--- config.mk ---
export PLATFORM = sky130hd
export DESIGN_NAME = wiper_gate_top
export DESIGN_NICKNAME = d
export VERILOG_FILES = /design/src/rtl/wiper_gate_pkg.sv /design/src/rtl/wg_edge_sync.sv /design/src/rtl/wg_debounce.sv /design/src/rtl/wg_gate_fsm.sv /design/src/rtl/wg_strobe.sv /design/src/rtl/wiper_gate_top.sv
export SDC_FILE = /design/constraint.sdc
export NUM_CORES = 1
export LEC_CHECK = 0
export ABC_AREA = 0
export BUFFER_PORTS_ARGS = -buffer_cell sky130_fd_sc_hd__buf_2
export CAP_MARGIN = 15
export CORE_ASPECT_RATIO = 0.8
export CORE_UTILIZATION = 61
export CTS_BUF_LIST = sky130_fd_sc_hd__clkbuf_16
export DETAILED_ROUTE_END_ITERATION = 12
export PLACE_DENSITY = 0.87
export SLEW_MARGIN = 20
export SYNTH_ARGS = -nofsm -noshare
export SYNTH_HDL_FRONTEND = slang
export SYNTH_SLANG_ARGS = --single-unit
--- constraint.sdc ---
create_clock -name clk -period 2.6 [get_ports clk]
set_input_delay 0.52 -clock clk [delete_from_list [all_inputs] [get_ports clk]]
set_output_delay 0.52 -clock clk [all_outputs]
set_load 0.03 [all_outputs]
--- src/rtl/wiper_gate_pkg.sv ---
package wiper_gate_pkg;
    typedef enum logic [1:0] {
        ST_IDLE  = 2'd0,
        ST_ARM   = 2'd1,
        ST_OPEN  = 2'd2,
        ST_CLOSE = 2'd3
    } gate_state_t;
endpackage

--- src/rtl/wg_edge_sync.sv ---
module wg_edge_sync #(
    parameter int STAGES = 2
) (
    input  logic clk,
    input  logic rst_n,
    input  logic async_in,
    output logic rise
);
    logic [STAGES-1:0] chain;
    logic              last;

    genvar g;
    generate
        for (g = 0; g < STAGES; g++) begin : g_stage
            if (g == 0) begin : g_first
                always_ff @(posedge clk or negedge rst_n) begin
                    if (!rst_n) chain[0] <= 1'b0;
                    else        chain[0] <= async_in;
                end
            end else begin : g_next
                always_ff @(posedge clk or negedge rst_n) begin
                    if (!rst_n) chain[g] <= 1'b0;
                    else        chain[g] <= chain[g-1];
                end
            end
        end
    endgenerate

    always_ff @(posedge clk or negedge rst_n) begin
        if (!rst_n) last <= 1'b0;
        else        last <= chain[STAGES-1];
    end

    assign rise = chain[STAGES-1] & ~last;

    // a detected edge lasts a single cycle
    a_r4_rise_single: assert property (@(posedge clk) disable iff (!rst_n)
        rise |=> !rise);
endmodule

--- src/rtl/wg_debounce.sv ---
module wg_debounce #(
    parameter int DEB_CYCLES = 12500
) (
    input  logic clk,
    input  logic rst_n,
    input  logic raw_in,
    output logic trig
);
    localparam int DW = $clog2(DEB_CYCLES + 1);
    localparam logic [DW-1:0] LAST = DW'(DEB_CYCLES - 1);

    logic          s_a, s_b;
    logic          stable;
    logic [DW-1:0] cnt;

    always_ff @(posedge clk or negedge rst_n) begin
        if (!rst_n) begin
            s_a <= 1'b0;
            s_b <= 1'b0;
        end else begin
            s_a <= raw_in;
            s_b <= s_a;
        end
    end

    always_ff @(posedge clk or negedge rst_n) begin
        if (!rst_n) begin
            stable <= 1'b0;
            cnt    <= '0;
            trig   <= 1'b0;
        end else begin
            trig <= 1'b0;
            if (s_b == stable) begin
                cnt <= '0;
            end else if (cnt == LAST) begin
                stable <= s_b;
                cnt    <= '0;
                trig   <= s_b;
            end else begin
                cnt <= cnt + 1'b1;
            end
        end
    end

    // one trigger per accepted rise
    a_r2_trig_single: assert property (@(posedge clk) disable iff (!rst_n)
        trig |=> !trig);
    // a trigger only follows a change to the accepted level
    a_r2_trig_on_rise: assert property (@(posedge clk) disable iff (!rst_n)
        trig |-> stable && !$past(stable));
endmodule

--- src/rtl/wg_gate_fsm.sv ---
module wg_gate_fsm
    import wiper_gate_pkg::*;
#(
    parameter int GATE_CYCLES = 3875000
) (
    input  logic clk,
    input  logic rst_n,
    input  logic start,
    output logic win_clear,
    output logic gate_open,
    output logic cs_n,
    output logic busy
);
    localparam int GW = $clog2(GATE_CYCLES + 1);
    localparam logic [GW-1:0] LAST = GW'(GATE_CYCLES - 1);

    gate_state_t   state, nstate;
    logic [GW-1:0] cnt;

    always_comb begin
        nstate = state;
        unique case (state)
            ST_IDLE:  if (start) nstate = ST_ARM;
            ST_ARM:   nstate = ST_OPEN;
            ST_OPEN:  if (cnt == LAST) nstate = ST_CLOSE;
            ST_CLOSE: nstate = ST_IDLE;
            default:  nstate = ST_IDLE;
        endcase
    end

    always_ff @(posedge clk or negedge rst_n) begin
        if (!rst_n) begin
            state <= ST_IDLE;
            cnt   <= '0;
        end else begin
            state <= nstate;
            if (state == ST_OPEN) cnt <= cnt + 1'b1;
            else                  cnt <= '0;
        end
    end

    always_comb begin
        win_clear = 1'b0;
        gate_open = 1'b0;
        cs_n      = 1'b1;
        unique case (state)
            ST_IDLE:  ;
            ST_ARM:   begin win_clear = 1'b1; cs_n = 1'b0; end
            ST_OPEN:  begin gate_open = 1'b1; cs_n = 1'b0; end
            ST_CLOSE: cs_n = 1'b0;
            default:  ;
        endcase
        busy = ~cs_n;
    end

    // the gate counter never passes its terminal value
    a_r3_gate_bound: assert property (@(posedge clk) disable iff (!rst_n)
        (state == ST_OPEN) |-> (cnt <= LAST));
    // no re-arm while a window is in progress
    a_r8_no_rearm: assert property (@(posedge clk) disable iff (!rst_n)
        (state != ST_IDLE) |=> (state != ST_ARM));
    // the window is entered only from setup
    a_r3_open_after_arm: assert property (@(posedge clk) disable iff (!rst_n)
        $rose(gate_open) |-> $past(state) == ST_ARM);
endmodule

--- src/rtl/wg_strobe.sv ---
module wg_strobe #(
    parameter int TAPS = 32
) (
    input  logic clk,
    input  logic rst_n,
    input  logic win_clear,
    input  logic gate_open,
    input  logic edge_in,
    output logic inc
);
    localparam int TW = $clog2(TAPS);
    localparam logic [TW-1:0] TOP = TW'(TAPS - 1);

    logic [TW-1:0] tap;

    always_ff @(posedge clk or negedge rst_n) begin
        if (!rst_n) begin
            tap <= '0;
            inc <= 1'b0;
        end else begin
            inc <= 1'b0;
            if (win_clear) begin
                tap <= '0;
            end else if (gate_open && edge_in && tap != TOP) begin
                tap <= tap + 1'b1;
                inc <= 1'b1;
            end
        end
    end

    // the tap counter saturates at the top tap
    a_r5_no_overflow: assert property (@(posedge clk) disable iff (!rst_n)
        tap <= TOP);
    // a strobe only follows a cycle with the gate open
    a_r6_inc_in_gate: assert property (@(posedge clk) disable iff (!rst_n)
        inc |-> $past(gate_open));
    // the window starts from tap zero
    a_r9_cleared: assert property (@(posedge clk) disable iff (!rst_n)
        win_clear |=> tap == '0);
endmodule

--- src/rtl/wiper_gate_top.sv ---
module wiper_gate_top #(
    parameter int GATE_CYCLES = 3875000,
    parameter int TAPS        = 32,
    parameter int DEB_CYCLES  = 12500,
    parameter int SYNC_STAGES = 2
) (
    input  logic clk,
    input  logic rst_n,
    input  logic pulse_in,
    input  logic cal_in,
    output logic pot_inc,
    output logic pot_up,
    output logic pot_cs_n,
    output logic busy
);
    logic cal_trig;
    logic pulse_rise;
    logic win_clear;
    logic gate_open;

    wg_debounce #(.DEB_CYCLES(DEB_CYCLES)) i_deb (
        .clk(clk), .rst_n(rst_n), .raw_in(cal_in), .trig(cal_trig)
    );

    wg_edge_sync #(.STAGES(SYNC_STAGES)) i_sync (
        .clk(clk), .rst_n(rst_n), .async_in(pulse_in), .rise(pulse_rise)
    );

    wg_gate_fsm #(.GATE_CYCLES(GATE_CYCLES)) i_fsm (
        .clk(clk), .rst_n(rst_n), .start(cal_trig),
        .win_clear(win_clear), .gate_open(gate_open),
        .cs_n(pot_cs_n), .busy(busy)
    );

    wg_strobe #(.TAPS(TAPS)) i_strobe (
        .clk(clk), .rst_n(rst_n), .win_clear(win_clear),
        .gate_open(gate_open), .edge_in(pulse_rise), .inc(pot_inc)
    );

    assign pot_up = 1'b1;

    // no strobe while the part is deselected
    a_r6_inc_selected: assert property (@(posedge clk) disable iff (!rst_n)
        pot_inc |-> !pot_cs_n);
    // strobes are one cycle wide
    a_r4_inc_single: assert property (@(posedge clk) disable iff (!rst_n)
        pot_inc |=> !pot_inc);
    // busy mirrors chip select
    a_r3_busy_cs: assert property (@(posedge clk) disable iff (!rst_n)
        busy != pot_cs_n);
endmodule

[Word level (Yosys, flattened, before mapping)]
Cells that the tools add are included.
Operators by class
  add/sub/neg operators: 3
  eq/ne operators: 9
  mux-type cells: 15
  bitwise gates (word level): 3
  reductions and logical operators: 7
Operators with widths (number)
  $mux W14: 2
  $add A22 B1 Y22 const B: 1
  $eq A22 B22 Y1 const B: 1
  $mux W22: 1
  $add A14 B1 Y14 const B: 1
  $eq A14 B14 Y1 const B: 1
  $mux W5: 2
  $pmux W2 S4: 1
  $mux W1: 7
  $add A5 B1 Y5 const B: 1
  $ne A5 B5 Y1 const B: 1
  $eq A2 B2 Y1 const B: 2
  $mux W2: 2
  $reduce_and A2 Y1: 2
  $reduce_or A3 Y1: 1
  $eq A2 B1 Y1 const B: 1
  $logic_and A1 B1 Y1: 2
  $logic_not A2 Y1: 1
  $ne A2 B1 Y1 const B: 1
  $ne A2 B2 Y1 const B: 1
  $not A1 Y1: 2
  $reduce_bool A2 Y1: 1
  $and A1 B1 Y1: 1
  $eq A1 B1 Y1: 1
Word-level totals
  bits in registers: 51
  input port bits: 4
  output and inout port bits: 4
  word-level logic and storage cells: 49

[Longest topological paths before layout]
Gate-level depths: netlist (run 1).
  depth in word-level cells: 6
  mapped depth: 8
  gate-level depth less buffers: 7

[Cells and area by module]
Synthesis (run 1) repeated with hierarchy kept, for this count alone.
Unflattened totals
  cells, all modules: 247
  area total of the unflattened synthesis: 2581.2 um^2
Modules (own cells, without submodules)
  wg_gate_fsm: times used 1, cells each 139, area each 1338.8 um^2
  wg_debounce: times used 1, cells each 78, area each 854.6 um^2
  wg_strobe: times used 1, cells each 24, area each 287.8 um^2
  wg_edge_sync: times used 1, cells each 4, area each 88.8 um^2
  wiper_gate_top: times used 1, cells each 2, area each 11.3 um^2

[Worst setup path before layout (run 1)]
Ideal clock, no wire load.
  path type: register to register
  start: register i_strobe.tap[0]
  end: register i_strobe.tap[3]
  library setup time: 0.123 ns
  arrival: 1.740 ns
  required time: 2.477 ns
  setup slack: 0.737 ns
  stages on the path, launching flop included: 9
  buffers on the path: 1
  clock period less this slack: 1.863 ns
  cells stage by stage: dfrtp_1 -> ha_1 -> and3_1 -> ha_1 -> nor4bb_1 -> clkbuf_1 -> nand4_1 -> xor2_1 -> nor2_1
Between the ends
  cells in the longest elaborated chain, start to end: 3
  elaborated cells between the ends (all ways): 6
  classes of those cells: add/sub: 1; eq/ne: 1; mux: 2; reduce/logical: 2
Ends and longest elaborated chain
  start: declaration: RTL line wg_strobe.sv:14  | logic [TW-1:0] tap;
  start signal: assignment: RTL line wg_strobe.sv:25  | tap <= tap + 1'b1;
  $add A5 B1 Y5 / $ne A5 B5 Y1 (equally long branches): RTL line wg_strobe.sv:25, wg_strobe.sv:24
  $mux W5 / $logic_and A1 B1 Y1 (equally long branches): RTL line wg_strobe.sv:24  | end else if (gate_open && edge_in && tap != TOP) begin
  $mux W5 / $reduce_bool A2 Y1 (equally long branches)
Parallel ways exist; a longest one is shown, timed or not. The select of a mux whose other input is x is not followed.
A chain may end at the register's enable or synchronous reset.

[Worst setup path in the final report (run 1)]
Same ends and word-level chain as after synthesis.

==> results of run 1 <==
[cells by family after synthesis]
group / Yosys count / synth area share
AOI/OAI and AO/OA: 22 / 0.0542
adders and majority gates: 9 / 0.0444
DFF: 51 / 0.503
and+or+nand+nor: 115 / 0.261
xor gates and xnor gates: 27 / 0.0932
buffers and inverters: 18 / 0.0311
other: 1 / 0.00148
muxes: 3 / 0.0123
[metal layers]
metal,vias up,track usage,part of all wire
met2,72,0.383,0.46
li1,880,-,-
met4,0,0.102,0.0065
met1,914,0.368,0.47
met5,-,0,0
met3,2,0.0894,0.067
[cell usage in the layout, fill, tap and decap left out, types with 2 or more instances in the layout]
master / Yosys / layout
ha_1: 9 / 9
buf_4: 1 / 3
clkinv_1: 0 / 2
o21ai_0: 6 / 6
xnor2_1: 9 / 9
clkbuf_16: 0 / 5
or3_1: 5 / 5
nand4_1: 16 / 16
nand2b_1: 2 / 2
nor4bb_1: 5 / 5
and4_1: 5 / 5
mux2i_1: 2 / 2
nand3_1: 14 / 14
nor3_1: 3 / 3
nor2_1: 31 / 31
and3_1: 5 / 5
nand2_1: 12 / 12
a21oi_1: 8 / 8
xor2_1: 18 / 18
o31ai_1: 3 / 3
nor4_1: 4 / 4
buf_2: 0 / 6
dfrtp_1: 51 / 51
and2_1: 5 / 5
inv_1: 9 / 10
or4_1: 3 / 3
nand4_4: 2 / 2
[cell type report]
type / count / area share
Clock inverter: 3 / 0.00409
Clock buffer: 5 / 0.0455
Inverter: 9 / 0.0123
Sequential cell: 51 / 0.464
Tap cell: 55 / 0.0250
Timing Repair Buffer: 9 / 0.0191
Multi-Input combinational cell: 177 / 0.430
[report_power, final]
part | leakage (nW) | internal (mW) | total [mW] | switching, mW
clock | 0.0701 | 0.347 | 0.617 | 0.271
combinational | 0.430 | 0.00883 | 0.0343 | 0.0255
sequential | 0.699 | 0.801 | 0.811 | 0.00974
total | 1.20 | 1.16 | 1.46 | 0.306
[state kept, by name (all words and copies together) (netlist names)]
signal and count:
i_sync.chain 2, i_deb.cnt 14, i_strobe.tap 5, i_strobe.inc 1
i_sync.last 1, i_deb.s_b 1, i_fsm.cnt 22, i_deb.s_a 1
i_deb.stable 1, i_fsm.state 2, i_deb.trig 1
[path summary, 6_finish.rpt]
kind                                       from         endpoint  slack (ns)  depth (start not counted)
worst max-delay path            i_strobe.tap[0]  i_strobe.tap[3]        0.61                          8
worst min-delay path                      rst_n     i_strobe.inc        0.21                          1
worst max register to register  i_strobe.tap[0]  i_strobe.tap[3]        0.61                          8
worst min register to register        i_deb.s_a        i_deb.s_b        0.35                          0
max in group asynchronous                 rst_n        i_deb.s_a        1.77                          2
min in group clk                         cal_in        i_deb.s_a        0.34                          1
[worst register-to-register path, delay by kind of cell, from the launching register on]
kind	cells	cell delay, ns
AND/OR/NAND/NOR	4	0.66
adder cells (fa/ha/maj)	2	0.42
flip-flops	1	0.41
buffers and inverters	1	0.21
XOR/XNOR	1	0.16
[through the flow]
| stage | area, sq um | cells | setup WS [ns] |
|---|---|---|---|
| 3_5_place_dp | 2620 | 301 | 0.662 |
| 6_report | 2750 | 309 | 0.610 |
| 4_1_cts | 2750 | 309 | 0.632 |
| 5_1_grt | 2750 | 309 | 0.505 |
| 2_1_floorplan | 2540 | 246 | 0.737 |
| 3_3_place_gp | 2620 | 301 | 0.790 |
==> metrics.md, run 1 <==
| Metric | Value |
|---|---|
| Status | `finished, final reports clean` |
| Syn avg cell area | `a little over 10 sq um` |
| Core area | `3880 sq um` |
| CTS sink cnt | `51` |
| Via Count | `1868` |
| Layout cells sized above 1 | `0.0748` |
| DRC violations left | `0` |
| 1st-pass router iterations | `4` |
| Vias in the first global route | `1766` |
| Async set-reset flop share out of synthesis | `1.00` |
| Buffers & Inverters on Critical Path | `1` |
| Cell chain of the critical path | `ha_1 > and3_1 > ha_1 > nor4bb_1 > buf_4 > nand4_1 > xor2_1 > nor2_1` |
| Number of DRC markers in iteration 0 | `95` |
| Yosys top cell area share | `0.503` |
| GRT Total Usage | `0.264` |
| EDFF count, synth | `0` |
| Final Setup Violations | `0` |
| Worst endpoint required time | `2.77 ns` |
| Die height | `59.7 um` |
| Slowest stage cell, crit path | `dfrtp_1` |
| Synthesis Warnings | `0` |
| Yosys cell types | `36` |
| Cells after Synth | `246` |
| Clock-pin slew on the worst setup and hold paths | `about 0.06 ns` |
| Highest attainable clock frequency | `0.503 GHz` |
| Pwr Total | `1.46 mW` |
| Clock Latency Late Sink | `0.29 ns` |
| Top FF cell, synth | `dfrtp_1` |
| Max_slew headroom | `0.571` |
| I/O pin count | `8` |
| Crit start category | `register` |
| HP Class | `in2async` |
| Peak VDD IR | `between 0.3 and 0.4 mV` |
| Chip width | `approximately 74 um` |
| Hold WS | `about 0.21 ns` |
| Final ANT Viol Nets | `0` |
| Cell row count | `20` |
| Initial antenna violation count | `0` |
| Unrepaired setup endpoints after global routing | `no` |
| Min Tclk post-route | `1.99 ns` |
| #FFs+latches synth | `51` |
| Post-CTS Resized | `0` |
| Pin count of the biggest net entering global routing | `25` |
| Worst Path Max Fanout | `6` |
| Fillers | `272` |
| Post-synthesis cell area | `around 2500 sq um` |
| Synth-to-layout area growth | `8.38%` |
| Crit end category | `register` |
| Crit path top cell by count | `ha_1` |
| Grt total ovfl | `0` |
| Number of diodes | `0` |
| Post-CTS Setup Bufs | `0` |
| TritonCTS clock tree | `done` |
| Register area share after synthesis | `0.503` |
| RD Place Congestion | `roughly 0.85` |
| Top-count cell post-synth | `dfrtp_1` |
| Setup TNS | `0 ns` |
| Worst slew pin tran | `0.643 ns` |
| CP peak stage delay | `0.41 ns` |
| Final wirelength | `4.89 mm` |
| Yosys top cell by area | `dfrtp_1` |
| Maxcap violations | `0` |
| Commonest cells in the netlist | `dfrtp_1 (51), nor2_1 (31), xor2_1 (18)` |
| Die Area | `4430 sq um` |
| Critical path class | `reg2reg` |
| Max-slew violations | `0` |
| H-Tree Depth | `2` |
| DPL Wire Length | `3.40 mm` |
| Pleak | `1.20 nW` |
| Data arrival, critical path | `2.16 ns` |
| Initial core utilization | `0.655` |
| CTS Root Cell | `clkbuf_16` |
| Ranking of synthesized cells by area | `dfrtp_1 (50%), xor2_1 (6.2%), nor2_1 (4.6%)` |
| Util after Layout | `0.709` |
| Mapped Nets | `around 260` |
| Via/cell ratio | `6.05` |
| CTS Buf Count | `5` |
| Hold Vio Cnt, Final | `0` |
| Storage element area | `1280 sq um` |
| Clk buf depth | `2` |
| Hold buffer count at CTS | `0` |
| # nets final | `266` |
| IO buf count | `6` |
| WL/cell | `15.8 um` |
| Multi-input logic area | `1180 sq um` |
| PwrDens | `532 nW/um^2` |
| Final period util | `0.765` |
| Worst Skew | `0.00571 ns` |
| CP delay by family, top | `simple AND/OR/NAND/NOR gates` |
| First-pass GRT wire length | `8.34 mm` |
Power figures use the tool's default switching activity.
==> inputs of run 2 (changes only) <==
clock period = 2 ns   (was 2.6 ns; I/O delays follow)
==> metrics.md, run 2 (synthesized netlist as in run 1, its figures left out) <==
| Metric | Value |
|---|---|
| Status | `finished, final reports clean` |
| Highest attainable clock frequency | `0.525 GHz` |
| Number of diodes | `0` |
| Max reg flops | `22` |
| Core area | `3880 sq um` |
| CTS sink cnt | `51` |
| Critical path class | `reg2reg` |
| Crit start category | `register` |
| Clk buf depth | `2` |
| Final ANT Viol Nets | `0` |
| DRC violations left | `0` |
| Post-route insts no fill | `315` |
| Die Area | `4430 sq um` |
| Hold Vio Cnt, Final | `0` |
| Worst endpoint required time | `2.17 ns` |
| Initial core utilization | `0.655` |
| Synth-to-layout area growth | `11.3%` |
| Placed insts | `303` |
| RD Place Congestion | `0.827` |
| Crit end category | `register` |
| Final Setup Violations | `0` |
| DPL Wire Length | `3.30 mm` |
| Commonest non-fill, non-tap cells in the layout | `dfrtp_1 (51), nor2_1 (31), xor2_1 (18), nand4_1 (16), nand3_1 (14)` |
| Grt total ovfl | `0` |
| Crit path top cell by count | `ha_2` |
| CTS Buf Count | `5` |
| Worst Skew | `0.00397 ns` |
| TritonCTS clock tree | `done` |
| Fillers | `270` |
| Post-DP Area | `2640 sq um` |
| CP delay by family, top | `simple AND/OR/NAND/NOR gates` |
| Buffers & Inverters on Critical Path | `1` |
| Final period util | `0.952` |
| Hold buffer count at CTS | `0` |
| WL/cell | `15.4 um` |
| Vias in the first global route | `~1700` |
| Min Tclk post-route | `1.90 ns` |
| Layout cells sized above 1 | `0.112` |
| IO buf count | `6` |
| H-Tree Depth | `2` |
| Via Count | `1853` |
| Pleak | `1.22 nW` |
| Maxcap violations | `0` |
| 1st-pass router iterations | `5` |
| Data arrival, critical path | `2.07 ns` |
| Max-slew violations | `0` |
| Chip width | `74.1 um` |
| Slowest stage cell, crit path | `dfrtp_1` |
| HP Class | `in2async` |
| PwrDens | `~670 nW/um^2` |
| Worst Path Max Fanout | `6` |
| I/O pin count | `8` |
| Most flops, register | `i_fsm.cnt` |
| Most common cell after layout, fill and taps aside | `dfrtp_1` |
| GRT Total Usage | `0.240` |
| Initial antenna violation count | `0` |
| Regs by FF count | `i_fsm.cnt: 22 flops, i_deb.cnt: 14 flops, i_strobe.tap: 5 flops` |
| First-pass GRT wire length | `7.75 mm` |
| CP peak stage delay | `just over 0.4 ns` |
| Pin count of the biggest net entering global routing | `52` |
| Cell row count | `20` |
| Design Area, Final | `2830 sq um` |
| Number of DRC markers in iteration 0 | `165` |
| Peak VDD IR | `0.535 mV` |
| Via/cell ratio | `5.88` |
| Final wirelength | `around 4.9 mm` |
| # nets final | `between 200 and 300` |
| Pwr Total | `1.90 mW` |
| Clock-pin slew on the worst setup and hold paths | `0.06 ns` |
| Clock Latency Late Sink | `a little under 0.3 ns` |
| Die height | `between 50 and 60 um` |
| CTS Root Cell | `clkbuf_16` |
| Cell chain of the critical path | `ha_2 > and3_4 > ha_2 > nor4bb_2 > buf_4 > nand4_1 > xor2_1 > nor2_1` |
## run 2: final timing paths
check	slack, ns	cells after the start	end	start
max	0.1	8	i_strobe.tap[3]	i_strobe.tap[0]
min	0.1	2	i_deb.cnt[12]	rst_n
max reg2reg	0.1	8	i_strobe.tap[3]	i_strobe.tap[0]
min reg2reg	0.35	0	i_sync.chain[1]	i_sync.chain[0]
max in group asynchronous	1.68	2	i_deb.cnt[9]	rst_n
min in group clk	0.22	1	i_deb.s_a	cal_in
## run 2: area by class of cell
type	count	area [sq um]	share of cell area
clock buffers	5	125	0.0443
flip-flops and latches	51	1280	0.452
clock inverters	3	11.3	0.00399
well taps	55	68.8	0.0244
repair buffers	15	110	0.0390
multi-input cells	177	1200	0.425
inverters	9	33.8	0.0120
## run 2: what timing repair did
action | 4_1_cts | 5_1_grt
setup endpoints to repair | 0 | 4
resized for setup | 0 | 4
setup buffers | 0 | 4
## run 2: where the power goes
| group | total (mW) | internal, mW | switching (mW) |
|---|---|---|---|
| Clock | 0.804 | 0.451 | 0.353 |
| Combinational | 0.0467 | 0.0134 | 0.0333 |
| Sequential | 1.05 | 1.04 | 0.0117 |
| Total | 1.90 | 1.51 | 0.398 |
## run 2: through the flow
step | hold WS (ns) | utilization | setup TNS, ns | setup WS, ns
floorplan | 0.104 | - | 0 | 0.137
global placement | 0.336 | 0.681 | 0 | 0.189
detailed placement | 0.340 | 0.681 | 0 | 0.0578
CTS | 0.108 | 0.716 | 0 | 0.0428
global route | 0.118 | 0.728 | -0.0125 | -0.0125
finish | 0.0955 | 0.728 | 0 | 0.0963
## run 2: routing by layer
metal | wire length (um) | part of all wire | vias to the layer above | GRT usage
li1 | - | - | 900 | -
met1 | 2410 | 0.49 | 899 | 0.357
met2 | 2200 | 0.45 | 47 | 0.336
met3 | 193 | 0.040 | 7 | 0.0540
met4 | 65 | 0.013 | 0 | 0.107
met5 | 0 | 0 | - | 0
## run 2: worst reg2reg max path, stage by stage, from the launching register on
cell,delay [ns]
dfrtp_1,0.41
ha_2,0.19
and3_4,0.18
ha_2,0.18
nor4bb_2,0.29
buf_4,0.20
nand4_1,0.10
xor2_1,0.17
nor2_1,0.06
